===== config.mk =====
export PLATFORM = sky130hd
export DESIGN_NAME = spi_status_unit
export DESIGN_NICKNAME = d
export VERILOG_FILES = /design/src/rtl/spi_stat_pkg.sv /design/src/rtl/spi_stat_cs_edge.sv /design/src/rtl/spi_stat_tx.sv /design/src/rtl/spi_stat_rx.sv /design/src/rtl/spi_stat_sticky.sv /design/src/rtl/spi_status_unit.sv
export SDC_FILE = /design/constraint.sdc
export NUM_CORES = 1
export LEC_CHECK = 0
export ABC_AREA = 1
export BUFFER_PORTS_ARGS = -buffer_cell sky130_fd_sc_hd__clkbuf_2
export CORE_MARGIN = 2
export CORE_UTILIZATION = 39
export CTS_CLUSTER_DIAMETER = 30
export DETAILED_ROUTE_END_ITERATION = 10
export GPL_ROUTABILITY_DRIVEN = 0
export PLACE_DENSITY_LB_ADDON = 0.1
export SKIP_LAST_GASP = 1
export SYNTH_ARGS = -nofsm -noshare
export SYNTH_HDL_FRONTEND = slang
export SYNTH_SLANG_ARGS = --single-unit

===== constraint.sdc =====
create_clock -name clk -period 1.2 [get_ports clk]
set_clock_uncertainty 0.2 [all_clocks]
set_input_delay 0.06 -clock clk [delete_from_list [all_inputs] [get_ports clk]]
set_output_delay 0.06 -clock clk [all_outputs]
set_load 0.02 [all_outputs]

===== src/rtl/spi_stat_pkg.sv =====
package spi_stat_pkg;
  localparam int STAT_W   = 32;
  localparam int POS_ENA  = 16;
  localparam int POS_TXE  = 9;
  localparam int POS_NSSR = 8;
  localparam int POS_OVR  = 3;
  localparam int POS_MODF = 2;
  localparam int POS_TDRE = 1;
  localparam int POS_RDRF = 0;

  typedef struct packed {
    logic ena;
    logic txe;
    logic csr;
    logic ovr;
    logic modf;
    logic tdre;
    logic rdrf;
  } stat_flags_t;

  // Set wins over clear; otherwise hold.
  function automatic logic sticky_next(logic cur, logic set, logic clr);
    return set | (cur & ~clr);
  endfunction

  function automatic logic [STAT_W-1:0] pack_status(stat_flags_t f);
    logic [STAT_W-1:0] w;
    w           = '0;
    w[POS_ENA]  = f.ena;
    w[POS_TXE]  = f.txe;
    w[POS_NSSR] = f.csr;
    w[POS_OVR]  = f.ovr;
    w[POS_MODF] = f.modf;
    w[POS_TDRE] = f.tdre;
    w[POS_RDRF] = f.rdrf;
    return w;
  endfunction

  function automatic logic [STAT_W-1:0] used_mask();
    stat_flags_t all;
    all = '1;
    return pack_status(all);
  endfunction
endpackage


===== src/rtl/spi_stat_cs_edge.sv =====
module spi_stat_cs_edge #(
  parameter int STAGES = 2
) (
  input  logic clk,
  input  logic rst_n,
  input  logic cs_in,
  output logic rise_o
);
  logic [STAGES-1:0] sync_q;
  logic              prev_q;
  logic              lvl;

  generate
    if (STAGES == 1) begin : g_one
      always_ff @(posedge clk or negedge rst_n)
        if (!rst_n) sync_q <= '1;
        else        sync_q <= cs_in;
    end else begin : g_multi
      always_ff @(posedge clk or negedge rst_n)
        if (!rst_n) sync_q <= '1;
        else        sync_q <= {sync_q[STAGES-2:0], cs_in};
    end
  endgenerate

  assign lvl = sync_q[STAGES-1];

  always_ff @(posedge clk or negedge rst_n)
    if (!rst_n) prev_q <= 1'b1;
    else        prev_q <= lvl;

  assign rise_o = lvl & ~prev_q;
endmodule


===== src/rtl/spi_stat_tx.sv =====
module spi_stat_tx (
  input  logic clk,
  input  logic rst_n,
  input  logic en_cmd,
  input  logic dis_cmd,
  input  logic tdr_wr,
  input  logic tdr_to_shift,
  input  logic shift_idle,
  input  logic delay_done,
  output logic ena_o,
  output logic tdre_o,
  output logic txe_o
);
  logic ena_q, tdre_q, txe_q;
  logic ena_d, tdre_d, txe_d;
  logic txe_set;

  always_comb begin
    ena_d = dis_cmd ? 1'b0 : (en_cmd ? 1'b1 : ena_q);
    if (!ena_d)            tdre_d = 1'b0;
    else if (!ena_q)       tdre_d = 1'b1;
    else if (tdr_wr)       tdre_d = 1'b0;
    else if (tdr_to_shift) tdre_d = 1'b1;
    else                   tdre_d = tdre_q;
  end

  assign txe_set = ena_q & tdre_q & shift_idle & delay_done;

  always_comb begin
    if (tdr_wr)       txe_d = 1'b0;
    else if (txe_set) txe_d = 1'b1;
    else              txe_d = txe_q;
  end

  always_ff @(posedge clk or negedge rst_n)
    if (!rst_n) begin
      ena_q  <= 1'b0;
      tdre_q <= 1'b0;
      txe_q  <= 1'b0;
    end else begin
      ena_q  <= ena_d;
      tdre_q <= tdre_d;
      txe_q  <= txe_d;
    end

  assign ena_o  = ena_q;
  assign tdre_o = tdre_q;
  assign txe_o  = txe_q;
endmodule


===== src/rtl/spi_stat_rx.sv =====
module spi_stat_rx (
  input  logic clk,
  input  logic rst_n,
  input  logic rdr_load,
  input  logic rdr_rd,
  output logic rdrf_o,
  output logic ovr_evt_o
);
  import spi_stat_pkg::*;
  logic rdrf_q;

  always_ff @(posedge clk or negedge rst_n)
    if (!rst_n) rdrf_q <= 1'b0;
    else        rdrf_q <= sticky_next(rdrf_q, rdr_load, rdr_rd);

  assign ovr_evt_o = rdr_load & rdrf_q & ~rdr_rd;
  assign rdrf_o    = rdrf_q;
endmodule


===== src/rtl/spi_stat_sticky.sv =====
module spi_stat_sticky #(
  parameter int N = 3
) (
  input  logic         clk,
  input  logic         rst_n,
  input  logic [N-1:0] set_i,
  input  logic         clr_i,
  output logic [N-1:0] flag_o
);
  import spi_stat_pkg::*;
  logic [N-1:0] flag_q;

  for (genvar i = 0; i < N; i++) begin : g_flag
    always_ff @(posedge clk or negedge rst_n)
      if (!rst_n) flag_q[i] <= 1'b0;
      else        flag_q[i] <= sticky_next(flag_q[i], set_i[i], clr_i);
  end

  assign flag_o = flag_q;
endmodule


===== src/rtl/spi_status_unit.sv =====
module spi_status_unit #(
  parameter int              ADDR_W      = 8,
  parameter logic [ADDR_W-1:0] STATUS_OFS = 8'h10,
  parameter int              SYNC_STAGES = 2
) (
  input  logic              clk,
  input  logic              rst_n,
  input  logic              en_cmd,
  input  logic              dis_cmd,
  input  logic              tdr_wr,
  input  logic              tdr_to_shift,
  input  logic              rdr_load,
  input  logic              rdr_rd,
  input  logic              cs_in,
  input  logic              modf_det,
  input  logic              shift_idle,
  input  logic              delay_done,
  input  logic              rd_en,
  input  logic [ADDR_W-1:0] rd_addr,
  output logic [31:0]       rd_data,
  output logic              stat_rd
);
  import spi_stat_pkg::*;

  localparam int N_STICKY = 3;

  logic                ena, tdre, txe, rdrf;
  logic                cs_rise, ovr_evt;
  logic [N_STICKY-1:0] sticky_set, sticky_q;
  stat_flags_t         flags;
  logic [STAT_W-1:0]   stat_word;

  spi_stat_cs_edge #(.STAGES(SYNC_STAGES)) u_cs (
    .clk(clk), .rst_n(rst_n), .cs_in(cs_in), .rise_o(cs_rise)
  );

  spi_stat_tx u_tx (
    .clk(clk), .rst_n(rst_n), .en_cmd(en_cmd), .dis_cmd(dis_cmd),
    .tdr_wr(tdr_wr), .tdr_to_shift(tdr_to_shift), .shift_idle(shift_idle),
    .delay_done(delay_done), .ena_o(ena), .tdre_o(tdre), .txe_o(txe)
  );

  spi_stat_rx u_rx (
    .clk(clk), .rst_n(rst_n), .rdr_load(rdr_load), .rdr_rd(rdr_rd),
    .rdrf_o(rdrf), .ovr_evt_o(ovr_evt)
  );

  assign stat_rd    = rd_en && (rd_addr == STATUS_OFS);
  assign sticky_set = {cs_rise, ovr_evt, modf_det};

  spi_stat_sticky #(.N(N_STICKY)) u_sticky (
    .clk(clk), .rst_n(rst_n), .set_i(sticky_set), .clr_i(stat_rd),
    .flag_o(sticky_q)
  );

  always_comb begin
    flags.ena  = ena;
    flags.txe  = txe;
    flags.csr  = sticky_q[2];
    flags.ovr  = sticky_q[1];
    flags.modf = sticky_q[0];
    flags.tdre = tdre;
    flags.rdrf = rdrf;
  end

  assign stat_word = pack_status(flags);
  assign rd_data   = stat_rd ? stat_word : '0;
endmodule


==> run summary, run 1 <==
Worst skew pair latency = 0.28 ns
Failing checks = hold timing, setup timing
Setup WS pre-CTS = 0.117 ns
Max-cap violations = 0
Worst Path Max Fanout = 2
Die ar. = 2200 sq um
Gate Count Post-Synth = 84
P per Cell Area = 825 nW/um^2
CTS Sinks = 10
N_diodes = 0
Largest family of logic cells by synthesized area = buffers and inverters
Worst Path Required = 0.94 ns
DR vias = 594
Top cell type's share of synthesized area = 0.262
Period Utilization, post-route = 1.00
Initial antenna violation count = 0
Clock Tree Buf Depth = 2
RSZ-0062 raised after global routing = yes
Critical path class = flip-flop to output port
Pin count of the biggest net entering global routing = 11
Die Span X = 46.9 um
Cts bufs inserted = 3
Max incr delay on CP = 0.35 ns
Initial Util = 0.415
Initial DRC Count = 3
Leading area contributor after synthesis = buf_4
Final hold vios = 7
Crit path DAT = 0.95 ns
Status = finished, violations left
Synthesized area = 717 sq um
Crit path buffers/inverters = 2
Adder-cell share of the synthesized area = 0
Total number of yosys warnings = 0
Vias in the first global route = 479
CTS tree = built
Setup crit start kind = flip-flop
Routed vias/inst = 3.83
Final worst slack = -0.00518 ns
DR DRC count = 0
Synth Area in Compound Gates = 0.0349
Max Clock Freq = 830 MHz
Delay-heaviest family, CP = flip-flops
CP endpoint kind = output port
Post-layout util = 0.566
Worst IR Drop VDD = 590 uV
Total grt overflow = 0
Slew Viols, Final = 0
Drt wl/cell = 8.63 um
Dominant cells by area after synthesis = buf_4, dfrtp_1, dfstp_2, nor3_2, inv_1
Synth Area in Simple Gates = 0.265
Design area = 977 sq um
Die Ht = 46.9 um
Layout cells sized above 1 = 0.408
Final net count = 152
Sequential area share after synthesis = 0.354
Worst hold path class = input port to asynchronous set/reset pin
Synthesis-stage register bit count = 10
XOR/XNOR Fraction of Synth Area = 0
Post-synthesis mux area share = 0
H-tree depth = 1
Fin crit period = 1.21 ns
Crit path cell chain = inv_1, nor3_2, buf_4
DP HPWL = 915 um
Drt total wl = 1.34 mm
Placement Rows = 15
Root Driver = clkbuf_4
Synth unique cells = 18
Avg Inst Size Synth = 8.53 sq um
CP max stage cell = dfrtp_1
Endpoints failing setup = 1
I/O pin total = 54
First-pass GRT wire length = 1.89 mm
Fillers = 179
Detail Route Antenna Nets = 0
Pre-antenna DRT Iters = 4
Port Buffer Count = 28
Clock slew at reported path FFs = 0.07 ns
Total global-route track usage = 0.131
Fin Hold WS = -0.0304 ns
Area grow syn2layout = 36.3%
DP Area = 791 sq um
Core ar. = 1730 sq um
Leakage = 0.000565 uW
==> final timing paths <==
check	end	slack [ns]	from	cells after the start
max	rd_data[16]	-0.005	u_tx.ena_o	3
min	u_rx.rdrf_o	-0.03	rst_n	2
max reg2reg	u_rx.rdrf_o	0.06	u_rx.rdrf_o	4
min reg2reg	u_cs.sync_q[1]	0.14	u_cs.sync_q[0]	0
max in group asynchronous	u_cs.prev_q	0.55	rst_n	2
min in group clk	u_sticky.flag_o[1]	0.01	rd_addr[1]	5
==> synth_stat cells <==
cell type / instances
nor2_1: 4
nand4_1: 1
inv_1: 14
nand3_1: 1
o21bai_1: 2
dfstp_2: 3
dfrtp_1: 7
a21oi_1: 2
nand2_1: 10
nor3_2: 7
inv_2: 1
conb_1: 1
or2_2: 1
nor2_4: 1
nand3b_4: 1
nand2_2: 1
buf_4: 25
nor2_2: 2
==> timing repair <==
action | 4_1_cts | 5_1_grt
endpoints found under the setup margin | 7 | 7
hold buffers | 12 | 0
buffers inserted | 3 | 0
cloned | 0 | 0
pin swaps | 7 | 0
resized for setup | 8 | 8
hold endpoints to repair | 18 | 0
==> registers in the layout, summed over array words and instances (netlist names) <==
register	cells
u_sticky.flag_o	3
u_cs.sync_q	2
u_cs.prev_q	1
u_rx.rdrf_o	1
u_tx.ena_o	1
u_tx.tdre_o	1
u_tx.txe_o	1
==> kinds of logic (layout without fill, tap and decap cells) <==
family	after synthesis	in the layout
compound gates	4	4
buf+inv	40	62
flops	10	10
other cells	1	25
simple gates	29	29
==> placed cells by master, fill, tap and decap left out <==
| cell | n |
|---|---|
| nand2_1 | 10 |
| inv_1 | 12 |
| o21bai_1 | 2 |
| a21oi_1 | 2 |
| dlygate4sd3_1 | 12 |
| nor2_4 | 1 |
| clkbuf_4 | 3 |
| nor2_2 | 2 |
| clkbuf_2 | 21 |
| nand2_2 | 1 |
| conb_1 | 25 |
| nand3_1 | 1 |
| or2_2 | 1 |
| inv_2 | 3 |
| buf_4 | 10 |
| nand3b_4 | 1 |
| dfstp_2 | 3 |
| nor3_2 | 7 |
| nor2_1 | 4 |
| nand4_1 | 1 |
| dfrtp_1 | 7 |
| clkbuf_1 | 1 |
==> final cells by class <==
class | instances | area, sq um | share of cell area
Multi-Input combinational cell | 58 | 309 | 0.316
Timing Repair Buffer | 43 | 300 | 0.307
Sequential cell | 10 | 254 | 0.260
Inverter | 15 | 56.3 | 0.0576
Tap cell | 25 | 31.3 | 0.0320
Clock buffer | 4 | 26.3 | 0.0269
==> per-stage QoR <==
step                      power [uW]  instances  TNS [ns]
after floorplan                  534        108         0
after global placement           519        136         0
after detailed placement         520        136         0
after CTS                        809        155   -0.0815
after global routing             844        155    -0.299
final                            806        155  -0.00518
==> where the power goes <==
part / total, uW / internal, uW / switching [uW]
registers: 361 / 355 / 6.03
logic: 197 / 73.5 / 123
clock network: 248 / 128 / 120
==> metal layers <==
layer | global-route usage | wire (um) | up-vias
met3 | 0.0231 | 146 | 7
met5 | 0 | 0 | -
met4 | 0.117 | 55 | 0
met1 | 0.134 | 480 | 251
met2 | 0.225 | 655 | 41
li1 | - | - | 295
==> worst reg2reg max path, stage by stage, from the launching register on <==
cell,delay (ns)
dfrtp_1,0.37
inv_2,0.06
buf_4,0.10
nor2_1,0.04
or2_2,0.26
No activity file was read; power rests on OpenSTA's default activity.
==> inputs of run 2 (changes only) <==
--- a/config.mk
+++ b/config.mk
@@ -12,7 +12,7 @@
 export CTS_CLUSTER_DIAMETER = 30
 export DETAILED_ROUTE_END_ITERATION = 10
 export GPL_ROUTABILITY_DRIVEN = 0
-export PLACE_DENSITY_LB_ADDON = 0.1
+export PLACE_DENSITY = 0.78
 export SKIP_LAST_GASP = 1
 export SYNTH_ARGS = -nofsm -noshare
 export SYNTH_HDL_FRONTEND = slang
==> run 2 against run 1 <==
The flow finishes with violations (hold timing). First-iteration DRC count is 67% lower. Final cell count is 1.3% higher. Hold slack better by 0.017 ns. Register-to-register slack better by 0.06 ns. Critical path type unchanged. Critical endpoint unchanged. Utilization is 0.87 points higher. Via count is 2.7% higher. Design area increased by 1.5%. Clock power is 8% lower. Global-route usage is 0.86 points lower.
==> run summary, run 2 (synthesized netlist as in run 1, its figures left out) <==
Initial Util = 0.415
CP endpoint kind = output port
Fin crit period = 1.18 ns
I/O pin total = 54
Failing checks = hold timing
Max-cap violations = 0
Vias in the first global route = 512
Final net count = 154
Fin Hold WS = -0.0133 ns
Pre-antenna DRT Iters = 2
Leakage = 0.000574 uW
Sw power = 231 uW
Initial DRC Count = 1
Crit path cell chain = inv_1, nor3_2, buf_4
Endpoints failing setup = 0
Reg power frac = 0.459
P per Cell Area = 791 nW/um^2
Die Ht = 46.9 um
Root Driver = clkbuf_4
Worst Path Required = 0.94 ns
CTS Sinks = 10
Clock slew at reported path FFs = 0.06 ns
CTS tree = built
Max Clock Freq = 851 MHz
Status = finished, violations left
Cts bufs inserted = 3
Placement Rows = 15
Crit path buffers/inverters = 2
Worst Path Max Fanout = 2
Reg2Reg Setup Slack = 0.12 ns
Setup crit start kind = flip-flop
Clock power frac = 0.292
DP HPWL = 951 um
Worst hold path class = input port to asynchronous set/reset pin
RSZ-0062 raised after global routing = yes
Delay-heaviest family, CP = flip-flops
Total grt overflow = 0
DP Area = 791 sq um
Post-layout power = 785 uW
Total global-route track usage = 0.122
DR DRC count = 0
Internal = 554 uW
Reg2reg path depth = 3
Die ar. = 2200 sq um
Worst IR Drop VDD = 570 uV
Critical path class = flip-flop to output port
Die Span X = 46.9 um
Crit path DAT = 0.92 ns
Drt wl/cell = 8.03 um
RR Startpoint = u_rx.rdrf_o
H-tree depth = 1
Core ar. = 1730 sq um
Clock Tree Buf Depth = 2
Final hold vios = 9
Reg2Reg Capture Point = u_rx.rdrf_o
Logic pwr share = 0.249
Layout cells sized above 1 = 0.409
Max incr delay on CP = 0.36 ns
Drt total wl = 1.26 mm
Commonest non-fill, non-tap cell in the layout = conb_1
Period Utilization, post-route = 0.980
Pin count of the biggest net entering global routing = 11
Routed vias/inst = 3.89
Port Buffer Count = 28
Detail Route Antenna Nets = 0
Net Sw Frac = 0.294
Slew Viols, Final = 0
N_diodes = 0
Max reg flops = 3
DR vias = 610
Initial antenna violation count = 0
CP max stage cell = dfrtp_1
Area grow syn2layout = 38.4%
First-pass GRT wire length = 1.88 mm
Worst skew pair latency = 0.26 ns
Design area = 992 sq um
Most frequent cells in the layout = conb_1, clkbuf_2, inv_1
[run 2: worst max-delay path by stage]
stage,from,endpoint,cells after the start
CTS,u_sticky.flag_o[2],rd_data[8],3
detailed placement,rd_addr[0],rd_data[9],5
finish,u_tx.ena_o,rd_data[16],3
global route,u_tx.ena_o,rd_data[16],3
global placement,rd_addr[7],rd_data[2],7
floorplan,u_rx.rdrf_o,u_rx.rdrf_o,3
[run 2: power by group through the flow]
stage          registers [uW]  logic [uW]  clock network, uW
2_1_floorplan             366         168                  0
3_3_place_gp              367         149                  0
3_5_place_dp              368         153                  0
4_1_cts                   360         194                243
5_1_grt                   361         218                260
6_report                  360         195                229
[run 2: metal layers]
| metal | routed length (um) | vias to the layer above | track usage | part of all wire |
|---|---|---|---|---|
| li1 | - | 299 | - | - |
| met4 | 0 | 0 | 0.0500 | 0 |
| met5 | 0 | - | 0 | 0 |
| met3 | 115 | 0 | 0.0115 | 0.091 |
| met2 | 662 | 38 | 0.249 | 0.52 |
| met1 | 483 | 273 | 0.122 | 0.38 |
[run 2: timing repair]
action / 4_1_cts / 5_1_grt
endpoints found under the setup margin: 7 / 8
gates resized for setup: 8 / 7
setup buffers: 4 / 1
hold endpoints to repair: 18 / 0
pin swaps: 7 / 1
hold buffers: 12 / 0
[run 2: stage by stage]
step	cells	setup slack [ns]	utilization	TNS [ns]
floorplan	108	0.170	-	0
global placement	136	0.146	0.458	0
detailed placement	136	0.136	0.458	0
CTS	156	-0.00946	0.570	-0.0250
global route	157	-0.0608	0.575	-0.177
finish	157	0.0246	0.575	0
[run 2: area by class of cell]
cell class	count	area (sq um)
Timing Repair Buffer	45	315
Clock buffer	4	26.3
Inverter	15	56.3
Tap cell	25	31.3
Sequential cell	10	254
Multi-Input combinational cell	58	309
Fill cell	166	734
==> inputs of run 3 (changes only) <==
--- a/config.mk
+++ b/config.mk
@@ -12,8 +12,9 @@
 export CTS_CLUSTER_DIAMETER = 30
 export DETAILED_ROUTE_END_ITERATION = 10
 export GPL_ROUTABILITY_DRIVEN = 0
-export PLACE_DENSITY = 0.78
+export PLACE_DENSITY = 0.77
 export SKIP_LAST_GASP = 1
 export SYNTH_ARGS = -nofsm -noshare
 export SYNTH_HDL_FRONTEND = slang
+export SYNTH_HIERARCHICAL = 1
 export SYNTH_SLANG_ARGS = --single-unit
==> run 3 against run 2 <==
The flow still finishes with violations (hold timing). Count of clock-buffer cells in the layout unchanged. Global-route usage up 2.7 points. Die area grew 3.5%. Highest routed layer unchanged.
==> run summary, run 3 <==
Worst Path Max Fanout = 2
Sequential area share after synthesis = 0.341
Routed vias/inst = 3.85
Drt total wl = 1.38 mm
P per Cell Area = 824 nW/um^2
N_diodes = 0
Slew Viols, Final = 0
Endpoints failing setup = 0
Sw power = 253 uW
Primary FF master, synth = dfrtp_1
I/O pin total = 54
Initial Util = 0.422
Net Sw Frac = 0.291
Clock slew at reported path FFs = 0.07 ns
Die Span X = 47.7 um
First-pass GRT wire length = 2.25 mm
Top cell type's share of synthesized area = 0.252
Final hold vios = 7
Core ar. = 1760 sq um
Setup crit start kind = flip-flop
Gate Count Post-Synth = 92
Leakage = 0.000610 uW
Failing checks = hold timing
Max reg flops = 3
Fin Hold WS = -0.0182 ns
CP endpoint kind = output port
Dominant cells by area after synthesis = buf_4, dfrtp_1, dfstp_2, nor3_2, inv_1
Period Utilization, post-route = 0.997
Worst Path Required = 0.94 ns
Internal = 618 uW
Post-synth top cells = buf_4, inv_1, nand2_1, nor2_1
XOR/XNOR Fraction of Synth Area = 0
Post-synth EDFFs = 0
DR vias = 650
Die ar. = 2270 sq um
Pre-antenna DRT Iters = 2
Setup WS pre-CTS = 0.0517 ns
Layout cells sized above 1 = 0.417
Area grow syn2layout = 42.0%
Post-synth ARST share = 1.00
Most frequent cells in the layout = conb_1, clkbuf_2, inv_1, buf_4, nand2_1
Root Driver = clkbuf_4
Synth Area in Compound Gates = 0.00672
Final worst slack = 0.00335 ns
Crit path DAT = 0.94 ns
Worst IR Drop VDD = 769 uV
Worst skew pair latency = 0.26 ns
Clock Tree Buf Depth = 2
Post-synthesis mux area share = 0
Max-cap violations = 0
Fin crit period = 1.20 ns
Reg2reg path depth = 6
Placed insts = 144
Total number of yosys warnings = 6
Largest family of logic cells by synthesized area = buffers and inverters
DP Area = 818 sq um
Synthesized area = 744 sq um
Total grt overflow = 0
Port Buffer Count = 28
Vias in the first global route = 592
Reg2Reg Setup Slack = 0.09 ns
Clock power frac = 0.345
Initial DRC Count = 3
Cts bufs inserted = 3
DR DRC count = 0
Non-filler cells, final = 169
RSZ-0062 raised after global routing = yes
Commonest non-fill, non-tap cell in the layout = conb_1
Worst hold path class = input port to asynchronous set/reset pin
H-tree depth = 1
Adder-cell share of the synthesized area = 0
Detail Route Antenna Nets = 0
Leading area contributor after synthesis = buf_4
DP HPWL = 1.01 mm
Reg power frac = 0.414
Status = finished, violations left
Final net count = 166
CTS tree = built
Avg Inst Size Synth = 8.09 sq um
Top-count cell post-synth = buf_4
Synth Area in Simple Gates = 0.299
Logic pwr share = 0.240
Placement Rows = 15
Post-layout power = 871 uW
Pin count of the biggest net entering global routing = 11
Initial antenna violation count = 0
Die Ht = 47.7 um
Design area = 1060 sq um
CTS Sinks = 10
Drt wl/cell = 8.19 um
Total global-route track usage = 0.149
Critical path class = flip-flop to output port
Synth unique cells = 15
Synthesis-stage register bit count = 10
RR Startpoint = u_rx/rdrf_o
Post-layout util = 0.599
Reg2Reg Capture Point = u_sticky/flag_o[1]
Fillers = 158
Max Clock Freq = 836 MHz
[run 3: changes by cell type in the layout (fill, tap and decap cells not counted), sizes merged]
cell	delta
inv	+4
buf	+5
o21bai	-2
nand4	-1
a21oi	-1
dlygate4sd3	-1
nand2	+2
and2	+1
nor2	+5
nand3	+1
or2	-1
[run 3: power by group through the flow]
stage,clock (uW),sequential (uW),combinational [uW]
global placement,0,369,154
finish,301,361,209
CTS,309,361,203
detailed placement,0,370,158
floorplan,0,368,173
global route,330,363,235
[run 3: cells by family after synthesis]
logic type / Yosys count
DFF: 10
AOI/OAI and AO/OA: 1
other: 1
and+or+nand+nor: 36
buffers and inverters: 44
[run 3: critical path, stage by stage (launching register included)]
cell and delay [ns]:
dfrtp_1 0.34, inv_1 0.05, nor3_2 0.11, buf_4 0.17
[run 3: layout make-up]
type | instances | area [sq um] | share of cell area
Sequential cell | 10 | 254 | 0.240
Multi-Input combinational cell | 62 | 322 | 0.304
Tap cell | 25 | 31.3 | 0.0296
Clock buffer | 4 | 36.3 | 0.0343
Timing Repair Buffer | 49 | 343 | 0.324
Inverter | 19 | 71.3 | 0.0675
[run 3: metal layers]
layer / GRT usage / vias up / wire length (um)
met5: 0 / - / 0
met4: 0.0324 / 0 / 0
met3: 0.0566 / 0 / 101
met2: 0.307 / 31 / 829
met1: 0.133 / 295 / 453
li1: - / 324 / -
[run 3: stage by stage]
| stage | hold WS (ns) | setup TNS (ns) |
|---|---|---|
| 3_5_place_dp | -0.263 | 0 |
| 6_report | -0.0182 | 0 |
| 5_1_grt | 0.00855 | -0.283 |
| 3_3_place_gp | -0.271 | 0 |
| 2_1_floorplan | -0.436 | 0 |
| 4_1_cts | -0.0152 | -0.0939 |
[run 3: worst max path at each step]
stage	startpoint	to	cells past startpoint	slack [ns]
after floorplan	rd_addr[4]	u_sticky/flag_o[0]	7	0.005
after global placement	rd_addr[1]	u_sticky/flag_o[1]	7	0.1
after detailed placement	rd_addr[7]	u_sticky/flag_o[1]	7	0.05
after CTS	u_tx/tdre_o	rd_data[1]	3	-0.03
after global routing	u_tx/tdre_o	rd_data[1]	3	-0.06
final	u_tx/tdre_o	rd_data[1]	3	0.003
[run 3: repair_timing]
item	4_1_cts	5_1_grt
gates resized for setup	7	8
setup buffers	7	3
pin swaps	7	0
setup endpoints to repair	7	9
hold endpoints to repair	17	0
hold buffers	11	0
